File: config.mk
export PLATFORM = sky130hd
export DESIGN_NAME = nbt_sram
export DESIGN_NICKNAME = d
export VERILOG_FILES = /design/src/rtl/nbt_sram_pkg.sv /design/src/rtl/nbt_burst_seq.sv /design/src/rtl/nbt_cmd_pipe.sv /design/src/rtl/nbt_byte_array.sv /design/src/rtl/nbt_read_path.sv /design/src/rtl/nbt_sram.sv
export SDC_FILE = /design/constraint.sdc
export NUM_CORES = 2
export LEC_CHECK = 0
export ABC_AREA = 1
export BUFFER_PORTS_ARGS = -buffer_cell sky130_fd_sc_hd__buf_2
export CAP_MARGIN = 20
export CELL_PAD_IN_SITES_DETAIL_PLACEMENT = 2
export CELL_PAD_IN_SITES_GLOBAL_PLACEMENT = 2
export CORE_MARGIN = 2
export CORE_UTILIZATION = 44
export DETAILED_ROUTE_END_ITERATION = 8
export PLACE_DENSITY_LB_ADDON = 0.12
export SLEW_MARGIN = 20
export SYNTH_ARGS = -nofsm -noshare
export SYNTH_HDL_FRONTEND = slang
export SYNTH_SLANG_ARGS = --single-unit
File: constraint.sdc
create_clock -name clk -period 3.1 [get_ports clk]
set_input_delay 0.62 -clock clk [delete_from_list [all_inputs] [get_ports clk]]
set_output_delay 0.62 -clock clk [all_outputs]
set_load 0.01 [all_outputs]
File: src/rtl/nbt_sram_pkg.sv
package nbt_sram_pkg;

  // Width of the in-group burst counter (four-word groups)
  localparam int BURST_BITS = 2;

  // Address offset of burst step 'step' from group start 'start'
  function automatic logic [BURST_BITS-1:0] burst_offset(
    input logic [BURST_BITS-1:0] start,
    input logic [BURST_BITS-1:0] step,
    input logic                  linear
  );
    logic [BURST_BITS-1:0] res;
    if (linear) res = start + step;
    else        res = start ^ step;
    return res;
  endfunction

  // Lane mask of a load command
  function automatic logic [7:0] load_mask(
    input logic       glob,
    input logic       byte_en,
    input logic [7:0] strobes
  );
    logic [7:0] res;
    if (glob)         res = '1;
    else if (byte_en) res = strobes;
    else              res = '0;
    return res;
  endfunction

endpackage

File: src/rtl/nbt_burst_seq.sv
module nbt_burst_seq
  import nbt_sram_pkg::*;
#(
  parameter int ADDR_W = 6,
  parameter int NBYTES = 4
) (
  input  logic              clk,
  input  logic              rst_n,
  input  logic              cs,
  input  logic              load,
  input  logic              gw,
  input  logic              bwe,
  input  logic [NBYTES-1:0] strb,
  input  logic [ADDR_W-1:0] addr,
  input  logic              linear,
  output logic              op_valid,
  output logic              op_write,
  output logic [ADDR_W-1:0] op_addr,
  output logic [NBYTES-1:0] op_mask
);
  localparam int HI_LSB = BURST_BITS;

  logic                  act_q, wr_q, lin_q;
  logic [ADDR_W-1:0]     base_q;
  logic [BURST_BITS-1:0] step_q, step_nx;
  logic [NBYTES-1:0]     mask_q, mask_ld;
  logic                  is_load, is_cont;
  logic [7:0]            strb_w, mask_w;

  assign is_load = cs & load;
  assign is_cont = cs & ~load & act_q;
  assign step_nx = step_q + 1'b1;

  always_comb begin
    strb_w = '0;
    strb_w[NBYTES-1:0] = strb;
  end
  assign mask_w  = load_mask(gw, bwe, strb_w);
  assign mask_ld = mask_w[NBYTES-1:0];

  always_comb begin
    op_valid = 1'b0;
    op_write = 1'b0;
    op_addr  = addr;
    op_mask  = '0;
    if (is_load) begin
      op_valid = 1'b1;
      op_write = gw | bwe;
      op_addr  = addr;
      op_mask  = mask_ld;
    end else if (is_cont) begin
      op_valid = 1'b1;
      op_write = wr_q;
      op_addr  = {base_q[ADDR_W-1:HI_LSB],
                  burst_offset(base_q[HI_LSB-1:0], step_nx, lin_q)};
      op_mask  = mask_q;
    end
  end

  always_ff @(posedge clk) begin
    if (!rst_n) begin
      act_q  <= 1'b0;
      wr_q   <= 1'b0;
      lin_q  <= 1'b1;
      base_q <= '0;
      step_q <= '0;
      mask_q <= '0;
    end else if (is_load) begin
      act_q  <= 1'b1;
      wr_q   <= gw | bwe;
      lin_q  <= linear;
      base_q <= addr;
      step_q <= '0;
      mask_q <= mask_ld;
    end else if (is_cont) begin
      step_q <= step_nx;
    end else if (!cs) begin
      act_q  <= 1'b0;
    end
  end

  // a continued beat stays in its group and moves to a new word
  p_burst_group_r7: assert property (@(posedge clk) disable iff (!rst_n)
    is_cont |-> (op_addr[ADDR_W-1:HI_LSB] == $past(op_addr[ADDR_W-1:HI_LSB]))
             && (op_addr[HI_LSB-1:0] != $past(op_addr[HI_LSB-1:0])))
    else $error("burst beat left its group or repeated a word");

endmodule

File: src/rtl/nbt_cmd_pipe.sv
module nbt_cmd_pipe #(
  parameter int ADDR_W = 6,
  parameter int NBYTES = 4
) (
  input  logic              clk,
  input  logic              rst_n,
  input  logic              pipe_mode,
  input  logic              op_valid,
  input  logic              op_write,
  input  logic [ADDR_W-1:0] op_addr,
  input  logic [NBYTES-1:0] op_mask,
  output logic              rd_req,
  output logic [ADDR_W-1:0] rd_addr,
  output logic              mem_we,
  output logic [ADDR_W-1:0] mem_addr,
  output logic [NBYTES-1:0] mem_mask
);
  logic              s1_v, s1_w, s2_v, s2_w;
  logic [ADDR_W-1:0] s1_a, s2_a;
  logic [NBYTES-1:0] s1_m, s2_m;

  always_ff @(posedge clk) begin
    if (!rst_n) begin
      s1_v <= 1'b0; s1_w <= 1'b0; s1_a <= '0; s1_m <= '0;
      s2_v <= 1'b0; s2_w <= 1'b0; s2_a <= '0; s2_m <= '0;
    end else begin
      s1_v <= op_valid;
      s1_w <= op_write;
      s1_a <= op_addr;
      s1_m <= op_mask;
      s2_v <= s1_v;
      s2_w <= s1_w;
      s2_a <= s1_a;
      s2_m <= s1_m;
    end
  end

  // Reads always look up the stage-1 address; writes commit in the data slot
  assign rd_req  = s1_v & ~s1_w;
  assign rd_addr = s1_a;

  always_comb begin
    if (pipe_mode) begin
      mem_we   = s2_v & s2_w;
      mem_addr = s2_a;
      mem_mask = s2_m;
    end else begin
      mem_we   = s1_v & s1_w;
      mem_addr = s1_a;
      mem_mask = s1_m;
    end
  end

endmodule

File: src/rtl/nbt_byte_array.sv
module nbt_byte_array #(
  parameter int ADDR_W = 6,
  parameter int NBYTES = 4
) (
  input  logic                clk,
  input  logic                we,
  input  logic [ADDR_W-1:0]   waddr,
  input  logic [NBYTES-1:0]   wmask,
  input  logic [NBYTES*8-1:0] wdata,
  input  logic [ADDR_W-1:0]   raddr,
  output logic [NBYTES*8-1:0] rdata
);
  localparam int DEPTH = 1 << ADDR_W;

  for (genvar b = 0; b < NBYTES; b++) begin : g_lane
    logic [7:0] lane [DEPTH];

    always_ff @(posedge clk) begin
      if (we && wmask[b]) lane[waddr] <= wdata[8*b +: 8];
    end

    assign rdata[8*b +: 8] = lane[raddr];
  end

endmodule

File: src/rtl/nbt_read_path.sv
module nbt_read_path #(
  parameter int ADDR_W = 6,
  parameter int NBYTES = 4
) (
  input  logic                clk,
  input  logic                rst_n,
  input  logic                pipe_mode,
  input  logic                rd_req,
  input  logic [ADDR_W-1:0]   rd_addr,
  input  logic [NBYTES*8-1:0] arr_data,
  input  logic                mem_we,
  input  logic [ADDR_W-1:0]   mem_addr,
  input  logic [NBYTES-1:0]   mem_mask,
  input  logic [NBYTES*8-1:0] wdata,
  output logic                rd_valid,
  output logic [NBYTES*8-1:0] rd_data
);
  localparam int DATA_W = NBYTES * 8;

  logic              pv_q;
  logic [DATA_W-1:0] out_q, merged;
  logic              hit;

  // A write committing on the same edge as the output-register load
  assign hit = mem_we && (mem_addr == rd_addr);

  for (genvar b = 0; b < NBYTES; b++) begin : g_fwd
    assign merged[8*b +: 8] = (hit && mem_mask[b]) ? wdata[8*b +: 8]
                                                   : arr_data[8*b +: 8];
  end

  always_ff @(posedge clk) begin
    if (!rst_n) begin
      pv_q  <= 1'b0;
      out_q <= '0;
    end else begin
      pv_q <= rd_req;
      if (rd_req) out_q <= merged;
    end
  end

  assign rd_valid = pipe_mode ? pv_q  : rd_req;
  assign rd_data  = pipe_mode ? out_q : arr_data;

  // in pipelined mode a looked-up read is presented one edge later
  p_pipe_read_slot_r3: assert property (@(posedge clk) disable iff (!rst_n)
    (pipe_mode && $past(pipe_mode) && $past(rd_req)) |-> rd_valid)
    else $error("pipelined read missed its slot");

endmodule

File: src/rtl/nbt_sram.sv
module nbt_sram #(
  parameter int ADDR_W = 6,
  parameter int NBYTES = 4
) (
  input  logic                clk,
  input  logic                rst_n,
  input  logic                pipe_mode,
  input  logic                burst_linear,
  input  logic                cs,
  input  logic                load,
  input  logic                gw,
  input  logic                bwe,
  input  logic [NBYTES-1:0]   strb,
  input  logic [ADDR_W-1:0]   addr,
  input  logic [NBYTES*8-1:0] wdata,
  input  logic                oe,
  input  logic                sleep,
  output logic [NBYTES*8-1:0] dq_out,
  output logic                dq_drive
);
  localparam int DATA_W = NBYTES * 8;

  logic              cs_eff;
  logic              op_valid, op_write;
  logic [ADDR_W-1:0] op_addr;
  logic [NBYTES-1:0] op_mask;
  logic              rd_req, mem_we, rd_valid;
  logic [ADDR_W-1:0] rd_addr, mem_addr;
  logic [NBYTES-1:0] mem_mask;
  logic [DATA_W-1:0] arr_data, rd_data;

  // Sleep blocks command capture
  assign cs_eff = cs & ~sleep;

  nbt_burst_seq #(.ADDR_W(ADDR_W), .NBYTES(NBYTES)) u_seq (
    .clk(clk), .rst_n(rst_n), .cs(cs_eff), .load(load), .gw(gw), .bwe(bwe),
    .strb(strb), .addr(addr), .linear(burst_linear),
    .op_valid(op_valid), .op_write(op_write), .op_addr(op_addr), .op_mask(op_mask)
  );

  nbt_cmd_pipe #(.ADDR_W(ADDR_W), .NBYTES(NBYTES)) u_pipe (
    .clk(clk), .rst_n(rst_n), .pipe_mode(pipe_mode),
    .op_valid(op_valid), .op_write(op_write), .op_addr(op_addr), .op_mask(op_mask),
    .rd_req(rd_req), .rd_addr(rd_addr),
    .mem_we(mem_we), .mem_addr(mem_addr), .mem_mask(mem_mask)
  );

  nbt_byte_array #(.ADDR_W(ADDR_W), .NBYTES(NBYTES)) u_arr (
    .clk(clk), .we(mem_we), .waddr(mem_addr), .wmask(mem_mask), .wdata(wdata),
    .raddr(rd_addr), .rdata(arr_data)
  );

  nbt_read_path #(.ADDR_W(ADDR_W), .NBYTES(NBYTES)) u_rd (
    .clk(clk), .rst_n(rst_n), .pipe_mode(pipe_mode),
    .rd_req(rd_req), .rd_addr(rd_addr), .arr_data(arr_data),
    .mem_we(mem_we), .mem_addr(mem_addr), .mem_mask(mem_mask), .wdata(wdata),
    .rd_valid(rd_valid), .rd_data(rd_data)
  );

  // Asynchronous output gating
  assign dq_drive = rd_valid & oe & ~sleep;
  assign dq_out   = dq_drive ? rd_data : '0;

  // Cycles since reset, for assertions that look two edges back
  logic [1:0] warm_q;
  always_ff @(posedge clk) begin
    if (!rst_n)              warm_q <= '0;
    else if (warm_q != 2'd3) warm_q <= warm_q + 2'd1;
  end

  // flow-through write data is committed one edge after the command
  p_flow_write_slot_r2: assert property (@(posedge clk) disable iff (!rst_n)
    (!pipe_mode && !$past(pipe_mode) && $past(op_valid && op_write))
      |-> mem_we && (mem_addr == $past(op_addr)))
    else $error("flow-through write not committed in its slot");

  // pipelined write data is committed two edges after the command
  p_pipe_write_slot_r3: assert property (@(posedge clk) disable iff (!rst_n)
    (warm_q >= 2'd2 && pipe_mode && $past(pipe_mode) && $past(pipe_mode, 2)
     && $past(op_valid && op_write, 2))
      |-> mem_we && (mem_addr == $past(op_addr, 2)))
    else $error("pipelined write not committed in its slot");

  // no command is accepted while asleep
  p_sleep_blocks_r9: assert property (@(posedge clk) disable iff (!rst_n)
    sleep |-> !op_valid)
    else $error("command accepted during sleep");

  // in flow-through mode the bus is driven only after a read command
  p_idle_no_drive_r10: assert property (@(posedge clk) disable iff (!rst_n)
    (!pipe_mode && !$past(pipe_mode) && !$past(op_valid && !op_write)) |-> !dq_drive)
    else $error("output driven outside a read slot");

endmodule

==> flow_metrics.tcl <==
set metrics [dict create \
    yosys.area_share.xor_xnor 0.000304 \
    die_y_um 447 \
    yosysWarnings 0 \
    clk_latency_ns 0.91 \
    fmax_mhz 244 \
    numCtsBuffers 225 \
    synth_top_family_by_area "simple AND/OR/NAND/NOR gates" \
    vias 71400 \
    tns_ns -378.51 \
    hold_class "in -> reg" \
    cp_common_cell "nand2_1" \
    wire_per_inst_um 39.5 \
    rsz0062_at_grt "yes" \
    antenna_left 0 \
    hpwl_mm 224 \
    slew_viol_final 0 \
    layout_commonest_cell "nand2_1" \
    synth.area.top_cells "edfxtp_1, nand3_1, nand2_1, dfxtp_1, nor2_1" \
    clk_pin_slew_ns 0.07 \
    clockBufferDepth 3 \
    antenna_found_initial 30 \
    worst_pin_slew_ns 1.32 \
    die_x_um 447 \
    io_pins 85 \
    cp_max_fo 11 \
    worstPathArrival_ns 3.48 \
    yosys-mux-area-fraction 0 \
    clock_sinks 2120 \
    min_period_over_period 1.32 \
    hold_viol 0 \
    htree_num_levels 4 \
    grt_pass1_vias 72900 \
    synth.net_count 7569 \
    grt-ovfl-total 0 \
    synth_fa_ha_area_frac 0.000145 \
    peakVddDrop_uv 936 \
    synth.avg_cell_area_um2 11.5 \
    grt_max_degree 65 \
    p_leak_nw 39.5 \
    syn_area_um2 86400 \
    path_cells "buf_12, buf_16, buf_16, buf_6, buf_12, nand2_1, nand3_1, nand3_1, nand2_1, nand2_1, nand3_4, nand3_4, a31oi_1, buf_2" \
    slew_headroom 0.120 \
    fin_ws_ns -0.996 \
    layout_common_cells "nand2_1, edfxtp_1, nand3_1" \
    total_power_w 0.0652 \
    grt_pass1_wl_mm 529 \
    gp_congestion 0.892 \
    end_kind "output port" \
    yosysTopAreaCell "edfxtp_1" \
    cp_slowest_cell "dfxtp_4" \
    period_minus_slack_ns 4.10 \
    path_class "reg -> out" \
    fin_worst_skew_ns 0.0510 \
    start_util 0.443 \
    cts_tree "built" \
    critical_path_buf_inv_count 6 \
    startpoint_type "flop" \
    p_per_area_nw_per_um2 597 \
    wirelength_mm 433 \
    ys_seq_area_frac 0.729 \
    ys_ff_latch 2120 \
    initialDrtViolationCount 8839 \
    clk_root_buffer_cell "clkbuf_16" \
    required_ns 2.48 \
    nNetsFinal 8193 \
    synth_compound_area_frac 0.00872 \
    setup_viol 1659 \
    route.detailed.drc 0 \
    status "complete, but fails checks" \
    core-area_um2 195000 \
    cpPeakStageDelay_ns 0.41 \
    fp.dieArea_um2 200000 \
    synth-simple-area-share 0.234 \
    gr-usage-all-layers 0.369 \
    fp-row-count 162 \
    violations "negative setup slack" \
    first_pass_iters 8 \
    io_buffers 84 \
    synthDistinctLibCells 30 \
    pre_cts_ws_ns -0.407 \
    synth_cells 7516 \
    critPathTopFamily "buffers and inverters" \
    yosys.area.top_type_share 0.712 \
    drive_above_1_share 0.227 \
    syn_to_final_growth_pct 26.5 \
    max_cap_violations 0 \
    vias_per_cell 6.51 \
]
report_power, final:
part	internal (W)	switching [W]	leakage (nW)
clock network	0.0147	0.0129	3.46
registers	0.0314	0.0000345	19.0
logic	0.00181	0.00432	17.0
tightest hold or removal path: cells and delay by family:
family	cells	cell delay [ns]
AND/OR/NAND/NOR	2	0.16
buffers and inverters	1	0.12
cell type report:
cell class	instances	area [um2]
clock buffer	294	6140
multi-input combinational	4851	24900
tap	2624	3280
fill	17900	85700
antenna	18	45.0
timing repair buffer	895	10700
sequential	2120	63000
inverter	43	225
timing repair inverter	4	77.6
clock inverter	121	891
registers in the layout, indices dropped and copies added (netlist names), 2 cells and up:
signal / cells
u_arr.g_lane.lane: 2048
u_pipe.rd_addr: 6
u_pipe.s1_m: 4
u_pipe.s2_a: 6
u_pipe.s2_m: 4
u_rd.out_q: 32
u_seq.base_q: 6
u_seq.mask_q: 4
u_seq.step_q: 2
worst paths after layout:
path | from | to | slack (ns) | cells past startpoint
worst max-delay path | u_pipe.rd_addr[0]$_SDFF_PN0_ | dq_out[10] | -1.0 | 14
worst min-delay path | addr[2] | u_seq.base_q[2]$_SDFFE_PN0P_ | 0.06 | 3
worst max register to register | u_pipe.rd_addr[0]$_SDFF_PN0_ | u_arr.g_lane[2].lane[16][0]$_DFFE_PP_ | -0.56 | 14
worst min register to register | u_pipe.s1_m[1]$_SDFF_PN0_ | u_pipe.s2_m[1]$_SDFF_PN0_ | 0.47 | 2
Yosys cell counts (all sizes together):
cell	n
clkinv	1
nand4	5
o31ai	5
nor2	363
ha	1
o211ai	2
buf	321
a31oi	14
o21ai	60
a21oi	61
nand3	1940
dfxtp	72
inv	42
edfxtp	2048
nand2	2397
clkbuf	181
xor2	3
layer usage:
metal / wire length [um] / GRT usage / part of all wire
met1: 151000 / 0.443 / 0.35
met3: 36800 / 0.0648 / 0.085
met5: 108 / 0 / 0.00025
met2: 210000 / 0.626 / 0.48
met4: 36100 / 0.213 / 0.083
cell families (layout without fill, tap and decap cells):
kind of cell | after synthesis | in the layout
adders and majority gates | 1 | 1
xor gates and xnor gates | 3 | 3
DFF | 2120 | 2120
and+or+nand+nor | 4705 | 4705
AOI/OAI and AO/OA | 142 | 142
buffers and inverters | 545 | 1357
other | 0 | 18
through the flow:
stage | cells | hold slack, ns | area [um2] | utilization
CTS | 10900 | 0.00913 | 105000 | 0.540
global placement | 10400 | 0.415 | 95100 | 0.488
global route | 11000 | 0.0872 | 109000 | 0.560
detailed placement | 10400 | 0.430 | 95100 | 0.488
floorplan | 7516 | 0.407 | 86400 | -
finish | 11000 | 0.0586 | 109000 | 0.560
timing repair:
item / CTS / global route
gates resized for setup: 358 / 630
endpoints found under the setup margin: 331 / 1203
gates cloned: 31 / 24
pin swaps: 34 / 202
buffers inserted: 64 / 32
hold endpoints to repair: 2 / 0
hold buffers: 2 / 0
(Power assumes the default switching activity.)
